**src/rtl/sramDecPkg.sv**
```systemverilog
package sramDecPkg;

  typedef enum logic [3:0] {
    OP_DESEL      = 4'd0,
    OP_CONT_DESEL = 4'd1,
    OP_BEGIN_RD   = 4'd2,
    OP_CONT_RD    = 4'd3,
    OP_DUMMY_LD   = 4'd4,
    OP_DUMMY_CONT = 4'd5,
    OP_BEGIN_WR   = 4'd6,
    OP_CONT_WR    = 4'd7,
    OP_ABORT_LD   = 4'd8,
    OP_ABORT_CONT = 4'd9,
    OP_IGNORE     = 4'd10
  } opCodeT;

  typedef enum logic [2:0] {
    ST_DESEL    = 3'd0,
    ST_BEGIN_RD = 3'd1,
    ST_BEGIN_WR = 3'd2,
    ST_BURST_RD = 3'd3,
    ST_BURST_WR = 3'd4
  } stateT;

  // strobes from control to datapath
  typedef struct packed {
    logic loadAddr;
    logic stepAddr;
    logic wrEnable;
    logic rdState;
  } ctrlStrbT;

endpackage

```
**src/rtl/sramDecCtrl.sv**
```systemverilog
module sramDecCtrl
  import sramDecPkg::*;
#(
  parameter int BYTES = 4
) (
  input  logic             clk,
  input  logic             rst,
  input  logic             clkEnN,
  input  logic             adv,
  input  logic             ceN,
  input  logic             ce2,
  input  logic             ce3N,
  input  logic             weN,
  input  logic [BYTES-1:0] byteWeN,
  input  logic             oeN,
  output opCodeT           opCode,
  output ctrlStrbT         strb
);

  stateT  curState, nextState;
  opCodeT nextOp;
  logic   chipOff, noBytes;

  assign chipOff = ceN | ~ce2 | ce3N;
  assign noBytes = &byteWeN;

  always_comb begin
    nextState     = curState;
    nextOp        = OP_IGNORE;
    strb.loadAddr = 1'b0;
    strb.stepAddr = 1'b0;
    strb.wrEnable = 1'b0;
    if (!clkEnN) begin
      if (!adv) begin
        if (chipOff) begin
          nextOp    = OP_DESEL;
          nextState = ST_DESEL;
        end else if (weN) begin
          nextOp        = oeN ? OP_DUMMY_LD : OP_BEGIN_RD;
          nextState     = ST_BEGIN_RD;
          strb.loadAddr = 1'b1;
        end else begin
          nextOp        = noBytes ? OP_ABORT_LD : OP_BEGIN_WR;
          nextState     = ST_BEGIN_WR;
          strb.loadAddr = 1'b1;
          strb.wrEnable = ~noBytes;
        end
      end else begin
        unique case (curState)
          ST_BEGIN_RD, ST_BURST_RD: begin
            nextOp        = oeN ? OP_DUMMY_CONT : OP_CONT_RD;
            nextState     = ST_BURST_RD;
            strb.stepAddr = 1'b1;
          end
          ST_BEGIN_WR, ST_BURST_WR: begin
            nextOp        = noBytes ? OP_ABORT_CONT : OP_CONT_WR;
            nextState     = ST_BURST_WR;
            strb.stepAddr = 1'b1;
            strb.wrEnable = ~noBytes;
          end
          default: begin
            nextOp    = OP_CONT_DESEL;
            nextState = ST_DESEL;
          end
        endcase
      end
    end
  end

  assign strb.rdState = (curState == ST_BEGIN_RD) || (curState == ST_BURST_RD);

  always_ff @(posedge clk) begin
    if (rst) begin
      curState <= ST_DESEL;
      opCode   <= OP_DESEL;
    end else begin
      curState <= nextState;
      opCode   <= nextOp;
    end
  end

endmodule

```
**src/rtl/sramDecAddr.sv**
```systemverilog
module sramDecAddr
  import sramDecPkg::*;
#(
  parameter int ADDR_W = 18,
  parameter int BYTES  = 4
) (
  input  logic              clk,
  input  logic              rst,
  input  ctrlStrbT          strb,
  input  logic [ADDR_W-1:0] extAddr,
  input  logic [BYTES-1:0]  byteWeN,
  input  logic              oeN,
  output logic [ADDR_W-1:0] activeAddr,
  output logic [BYTES-1:0]  byteStrobe,
  output logic              driveEn
);

  localparam int WRAP_W = 2;

  logic [WRAP_W-1:0] lowNext;

  assign lowNext = activeAddr[WRAP_W-1:0] + WRAP_W'(1);

  always_ff @(posedge clk) begin
    if (rst) begin
      activeAddr <= '0;
      byteStrobe <= '0;
    end else begin
      if (strb.loadAddr) begin
        activeAddr <= extAddr;
      end else if (strb.stepAddr) begin
        activeAddr[WRAP_W-1:0] <= lowNext;
      end
      byteStrobe <= strb.wrEnable ? ~byteWeN : '0;
    end
  end

  // live output enable gates the registered read state
  assign driveEn = strb.rdState & ~oeN;

endmodule

```
**src/rtl/sramBurstDecoder.sv**
```systemverilog
module sramBurstDecoder
  import sramDecPkg::*;
#(
  parameter int ADDR_W = 18,
  parameter int BYTES  = 4
) (
  input  logic              clk,
  input  logic              rst,
  input  logic              clkEnN,
  input  logic              adv,
  input  logic              ceN,
  input  logic              ce2,
  input  logic              ce3N,
  input  logic              weN,
  input  logic [BYTES-1:0]  byteWeN,
  input  logic              oeN,
  input  logic [ADDR_W-1:0] extAddr,
  output logic [3:0]        opCode,
  output logic [ADDR_W-1:0] activeAddr,
  output logic [BYTES-1:0]  byteStrobe,
  output logic              driveEn
);

  ctrlStrbT strb;
  opCodeT   opEnum;

  sramDecCtrl #(.BYTES(BYTES)) ctrl (
    .clk(clk), .rst(rst), .clkEnN(clkEnN), .adv(adv),
    .ceN(ceN), .ce2(ce2), .ce3N(ce3N), .weN(weN),
    .byteWeN(byteWeN), .oeN(oeN), .opCode(opEnum), .strb(strb)
  );

  sramDecAddr #(.ADDR_W(ADDR_W), .BYTES(BYTES)) addrPath (
    .clk(clk), .rst(rst), .strb(strb), .extAddr(extAddr),
    .byteWeN(byteWeN), .oeN(oeN), .activeAddr(activeAddr),
    .byteStrobe(byteStrobe), .driveEn(driveEn)
  );

  assign opCode = opEnum;

endmodule

```
**config.mk**
```make
export PLATFORM = sky130hd
export DESIGN_NAME = sramBurstDecoder
export DESIGN_NICKNAME = d
export VERILOG_FILES = /design/src/rtl/sramDecPkg.sv /design/src/rtl/sramDecCtrl.sv /design/src/rtl/sramDecAddr.sv /design/src/rtl/sramBurstDecoder.sv
export SDC_FILE = /design/constraint.sdc
export NUM_CORES = 1
export LEC_CHECK = 0
export ABC_AREA = 1
export BUFFER_PORTS_ARGS = -buffer_cell sky130_fd_sc_hd__buf_2
export CAP_MARGIN = 20
export CORE_MARGIN = 2
export CORE_UTILIZATION = 46
export CTS_CLUSTER_SIZE = 40
export DETAILED_ROUTE_END_ITERATION = 12
export PLACE_DENSITY = 0.81
export SLEW_MARGIN = 25
export SYNTH_ARGS = -nofsm -noshare
export SYNTH_HDL_FRONTEND = slang
export SYNTH_SLANG_ARGS = --single-unit
export TNS_END_PERCENT = 1
```
**constraint.sdc**
```tcl
create_clock -name clk -period 1 [get_ports clk]
set_input_delay 0.1 -clock clk [delete_from_list [all_inputs] [get_ports clk]]
set_output_delay 0.1 -clock clk [all_outputs]
set_load 0.03 [all_outputs]
```
[After elaboration in Yosys (flattened, before gate mapping)]
Index checks and enable logic that the tools add are counted.
Word-level totals
  memories kept: 0
  memory bits (writable): 0
  memory bits (read-only): 0
  register bits: 29
  output and inout bits: 27
  latch bits: 0
Operators by class
  muxes and demuxes: 24
  reduce and logical (&&, ||, !) cells: 8
  add/subtract/negate cells: 1
  shift-type cells: 0
  multipliers: 0
  equality and inequality tests: 4
  magnitude comparators: 0
  bitwise gates (word level): 8
  div/mod/pow operators: 0
Operators by type and width (number)
  2-to-1 mux 4 bit: 6
  2-to-1 mux 3 bit: 5
  2-to-1 mux 1 bit: 8
  one-hot mux 4 bit (2 select lines): 1
  OR reduction 2 bit: 4
  equality test 3 x 2 -> 1 bit (second input constant): 2
  2-to-1 mux 2 bit: 3
  one-hot mux 3 bit (2 select lines): 1
  NOT 1 bit: 4
  NOT 4 bit: 1
  AND reduction 4 bit: 1
  OR reduction 4 bit: 1
  equality test 3 x 1 -> 1 bit (second input constant): 1
  equality test 3 bit (second input constant): 1
  adder 2 x 1 -> 2 bit (second input constant): 1
  bitwise OR 1 bit: 2
  nonzero test 2 bit: 1
  AND 1 bit: 1
  logical OR 1 bit: 1

[Longest topological paths before layout]
  depth after elaboration: 8
  gate-level depth with buffers: 8
  depth with buffers taken out: 8

[By module]
From an unflattened synthesis, not the netlist that was laid out.
Unflattened totals
  cell total of the unflattened synthesis: 174
  area total of the unflattened synthesis: 1263.7 um^2
Modules (own cells, without submodules)
  sramDecAddr: times used 1, area each 799.5 um^2, seq. area each 440.4 um^2, cells each 103
  sramDecCtrl: times used 1, area each 464.2 um^2, seq. area each 140.1 um^2, cells each 71

[Least setup slack after synthesis]
No wires, ideal clock.
  kind: reg-to-reg
  start: register addrPath.activeAddr[0]
  end: register addrPath.activeAddr[1]
  clock period less this slack: 1034 ps
  arrival: 964 ps
  data required time: 930 ps
  stages on the path, launching flop included: 6
  path slack: -34 ps
  path through: dfxtp_1 xor2_1 nand2_1 o21ai_2 nand2_1 a21oi_1
On the way
  cells in the longest elaborated chain, start to end: 3
RTL lines
  start: declaration: RTL line sramDecAddr.sv:13  | output logic [ADDR_W-1:0] activeAddr,
  start signal: assignment: RTL line sramDecAddr.sv:30  | activeAddr <= extAddr;
  start signal: indexed assignment: RTL line sramDecAddr.sv:32  | activeAddr[WRAP_W-1:0] <= lowNext;
  adder 2 x 1 -> 2 bit: RTL line sramDecAddr.sv:22  | assign lowNext = activeAddr[WRAP_W-1:0] + WRAP_W'(1);
  2-to-1 mux 2 bit: RTL line sramDecAddr.sv:31  | end else if (strb.stepAddr) begin
  2-to-1 mux 2 bit: RTL line sramDecAddr.sv:29  | if (strb.loadAddr) begin
Every way passes these cells. The select of a mux whose other input is x is not followed.
A chain may end at the register's enable or synchronous reset.

[Final worst setup path]
  start: register ctrl.curState[2]
  end: output driveEn
On the way
  cells in the longest elaborated chain, start to end: 3
  elaborated cells on any way between the ends: 4
  those cells by class: eq/ne: 2; bitwise: 1; reduce/logical: 1
RTL lines
  start: declaration: RTL line sramDecCtrl.sv:20  | stateT curState, nextState;
  start signal: assignment: RTL line sramDecCtrl.sv:77  | curState <= nextState;
  equality test 3 x 1 -> 1 bit / equality test 3 x 2 -> 1 bit (equally long branches): RTL line sramDecCtrl.sv:70  | assign strb.rdState = (curState == ST_BEGIN_RD) || (curState == ST_BURST_RD);
  logical OR 1 bit (*): RTL line sramDecCtrl.sv:70
  AND 1 bit (*): RTL line sramDecAddr.sv:39  | assign driveEn = strb.rdState & ~oeN;
  end: declaration: RTL line sramBurstDecoder.sv:21  | output logic driveEn
Mark *: on every way between the ends. The rest lies on a longest branch, timed or not.

==> impl.org <==
** GRT
- All-Layer GR Usage :: 0.198
- Aggregate global routing overflow :: 0
- Vias in the first global route :: between 1000 and 1500
- The initial antenna violation count came to 0.
- The first global-routing pass estimated about 5000 um of wire.
- Entering global routing, the biggest net connects 22 pins.

** Drt
- Routed vias :: 1285
- First-pass detailed-route iteration total :: 4
- In the routed layout, each cell is associated on average with a via count of ~4.9.
- Summed over all layers, the routed wires come to roughly 3200 um.
- The detail route stage leaves a number of antenna-violating nets equal to 0.
- After detailed routing, the number of remaining DRC violations is 0.
- Routed length per instance :: 12.2 um
- Starting DRC count in detailed routing :: 25

** Die
- The core region is 2760 sq um.
- Effective utilization at floorplan :: 0.482
- The die covers 3330 sq um.
- Die extent in x :: 57.7 um
- After floorplanning, the core was divided into 19 placement rows.
- Vert. Die Dim :: between 50 and 60 um
- In this run the count of I/O pins placed on the die edge is 58.

** STA
- Between clock sinks in the finished design, the worst skew comes to 5.73 ps.
- Hold is met by 25.5 ps.
- Slew Limit Headroom :: 0.777
- Worst Tran Pin Value :: around 330 ps
- The number of hold-slack violations in the final timing report was 0.
- Number of max-slew violations in the final report :: 0
- Of the available clock period, the critical path in the final layout requires 1.12.
- Setup violations remaining at the end of the flow were counted as 11.
- Across all setup checks in the final design, the least slack found is -117 ps.
- Time the worst path needs with I/O delays and setup :: between 1000 and 1500 ps
- Fmax achieved :: 895 MHz
- Setup repair after global routing could not meet its margin everywhere.

** CTS
- Register clock-pin slew on the reported worst setup and hold paths :: about 80 ps
- Buffers inserted during clock tree synthesis total 5.
- The longest clock path from root to sink contains 2 buffers.
- The later pin in the worst-skew pair is clocked with a latency of ~320 ps.
- CTS placed an instance of sky130_fd_sc_hd__clkbuf_4 at the clock tree root.
- The clock tree synthesis step divided the H-tree into 2 levels.
- TritonCTS built the clock tree.
- Clock tree synthesis found a total of 29 sinks.

** Worst setup path
- Measured in cells, the most critical reg-to-reg path has a length of 6.
- Req. time, crit path :: 900 ps
- The slowest stage of the critical path is the sky130_fd_sc_hd__dfxtp_2 cell.
- Source of the worst register-to-register timing path :: ctrl.curState[2]
- On the critical path the largest part of the delay comes from flip-flops.
- The worst register-to-register path has a setup slack of -100 ps.
- Together, buffers and inverters on the worst path number 2.
- STA classifies the critical path endpoint as an output pin.
- The signal on the critical path passes through inv_2 > nand2_2 > nor2_1 > buf_4.
- Critical R2R Capture :: ctrl.opCode[2]
- In this run the worst path has a maximum fanout of 3.
- Data on the critical path arrives at its endpoint at ~1000 ps.
- For this run, the slowest stage of the critical path takes 340 ps.
- Startpoint type of the worst setup path :: flop
- The critical path is of the flop to output pin type.

** Logic synthesis
- Summed over all instances, the cell type with the most area after synthesis is sky130_fd_sc_hd__dfxtp_1.
- Among all flip-flop cells after synthesis, the most frequent one is sky130_fd_sc_hd__dfxtp_1.
- The share of the Yosys chip area taken by registers is 0.437.
- Share of Yosys cell area claimed by the top area cell type :: 0.437
- Leading cell types by total area after synthesis :: sky130_fd_sc_hd__dfxtp_1 (44%), sky130_fd_sc_hd__nand2_1 (10%), sky130_fd_sc_hd__nand3_2 (8.3%)
- The synthesized design contains 0 enable-type register cells.
- Ys async rst share :: 0
- Synthesis inferred 29 register bits.
- Post-synthesis cell type count :: 23
- After technology mapping, the gate count stands at roughly 160.
- Post-Syn Area :: between 1000 and 1500 sq um
- Most frequent cells after synthesis :: sky130_fd_sc_hd__nand2_1 (37), sky130_fd_sc_hd__dfxtp_1 (29), sky130_fd_sc_hd__inv_1 (14)
- A synthesized cell averages 8.36 sq um.
- sky130_fd_sc_hd__nand2_1 is the most common cell in the netlist.
- Synth Net Count :: 190
- Count of warnings emitted by yosys :: 0

** Placed design
- Once detailed placement completed, the half-perimeter wirelength came to roughly 2200 um.
- In this run the tool buffered the top-level ports with 57 buffer cells.
- Routability-driven placement finished with a final weighted congestion of between 0.7 and 0.8.
- Worst slack at placement :: -50.7 ps

** Min path
- Kind of path behind the tightest hold check :: input port to flop
- Along the worst hold path, the cell count comes to 3.
- HP Start :: extAddr[16]
- Hold worst-path end :: addrPath.activeAddr[16]

** Run status
- Failing checks :: negative setup slack
- Result of the run :: complete, but fails checks

** Power
- Areal power density over the cells :: around 1200 nW/um^2
- Worst VDD drop :: approximately 0.0012 V
- Overall power consumption after layout is estimated at around 2.2 mW.
- Total leakage power :: approximately 0.84 nW

** Layout
- In the final design database the tool counted between 200 and 300 nets.
- Signed area change from the synthesized netlist to the final layout :: 39.2%
- Filler cell count :: around 230
- Fraction of final layout cells sized beyond drive strength 1 :: 0.517
- For this run, the share of the core covered by cells in the final layout is 0.671.
- 0 antenna diodes ended up in the layout.

** Run
- Number of max-capacitance violations reported :: 0
routing by layer:
metal	track usage	vias up	wire length (um)
li1	-	658	-
met1	0.238	581	1360
met2	0.330	40	1590
met3	0.0714	6	215
met4	0.0598	0	42
met5	0	-	0
layout by cell type, fill, tap and decap left out:
cell type | netlist | routed
sky130_fd_sc_hd__buf_4 | 0 | 19
sky130_fd_sc_hd__a21oi_2 | 10 | 13
sky130_fd_sc_hd__nand3_1 | 13 | 12
sky130_fd_sc_hd__o21ai_0 | 4 | 4
sky130_fd_sc_hd__a21oi_1 | 11 | 8
sky130_fd_sc_hd__dfxtp_4 | 0 | 1
sky130_fd_sc_hd__nand2_2 | 0 | 5
sky130_fd_sc_hd__xor2_1 | 1 | 1
sky130_fd_sc_hd__nand2_4 | 0 | 1
sky130_fd_sc_hd__inv_2 | 1 | 2
sky130_fd_sc_hd__nand3b_1 | 1 | 1
sky130_fd_sc_hd__clkbuf_8 | 3 | 1
sky130_fd_sc_hd__clkbuf_4 | 0 | 11
sky130_fd_sc_hd__dlygate4sd3_1 | 0 | 4
sky130_fd_sc_hd__dfxtp_2 | 0 | 5
sky130_fd_sc_hd__nand3_4 | 0 | 1
sky130_fd_sc_hd__clkbuf_1 | 0 | 1
sky130_fd_sc_hd__o21ai_2 | 1 | 1
sky130_fd_sc_hd__nor2_1 | 12 | 11
sky130_fd_sc_hd__nand3_2 | 11 | 11
sky130_fd_sc_hd__buf_6 | 2 | 1
sky130_fd_sc_hd__buf_12 | 1 | 1
sky130_fd_sc_hd__dfxtp_1 | 29 | 23
sky130_fd_sc_hd__o211ai_1 | 1 | 1
sky130_fd_sc_hd__and2_4 | 1 | 1
sky130_fd_sc_hd__buf_2 | 1 | 43
sky130_fd_sc_hd__nand2_1 | 37 | 31
sky130_fd_sc_hd__inv_1 | 14 | 13
sky130_fd_sc_hd__nand4_1 | 1 | 1
sky130_fd_sc_hd__nor2_2 | 2 | 3
sky130_fd_sc_hd__a31oi_1 | 1 | 1
worst reg2reg max path, delay by kind of cell, from the launching register on:
| kind | cells | cell delay (ps) |
|---|---|---|
| and+or+nand+nor | 3 | 300 |
| AOI/OAI and AO/OA | 1 | 240 |
| buffers and inverters | 2 | 180 |
| DFF | 1 | 340 |
timing repair:
action                                 CTS  global route
buffers inserted                         3             0
hold buffers                             4             0
setup endpoints to repair                9            26
resized for setup                       10            31
endpoints found under the hold margin    4             0
pin swaps                                4             6
power by group:
group          internal [mW]  total (mW)  leakage, nW  switching [mW]
logic                  0.131       0.318        0.572           0.187
clock network          0.331       0.698       0.0314           0.367
registers               1.18        1.19        0.238          0.0128
worst max path at each step:
stage | from | end | slack, ps | depth (start not counted)
2_1_floorplan | ctrl.curState[2] | driveEn | 60 | 3
3_3_place_gp | adv | addrPath.byteStrobe[1] | -40 | 7
3_5_place_dp | ctrl.curState[2] | addrPath.byteStrobe[1] | -50 | 6
4_1_cts | ctrl.curState[2] | driveEn | -130 | 4
5_1_grt | ctrl.curState[2] | ctrl.opCode[2] | -190 | 6
6_report | ctrl.curState[2] | driveEn | -120 | 4
stage by stage:
stage,setup TNS [ps],std cells,instance area [sq um]
final,-644,263,1850
after global routing,-1590,263,1850
after CTS,-360,263,1780
after detailed placement,-328,249,1640
after global placement,-185,249,1640
after floorplan,0,159,1330
final cells by class:
cell class              instances  area [sq um]  area share
well taps                      31          38.8      0.0210
clock buffers                   7          55.1      0.0298
repair buffers                 74           474       0.256
inverters                      15          56.3      0.0304
multi-input cells             107           634       0.343
flip-flops and latches         29           591       0.319
sequential cells by signal, summed over array words and instances, names as in the netlist:
signal               flops
addrPath.activeAddr     18
addrPath.byteStrobe      4
ctrl.curState            3
ctrl.opCode              4
cells by family after synthesis:
group / synth area share
simple gates: 0.297
flops: 0.437
compound gates: 0.139
buf+inv: 0.121
xor+xnor: 0.00659
No activity file was read; power rests on OpenSTA's default activity.
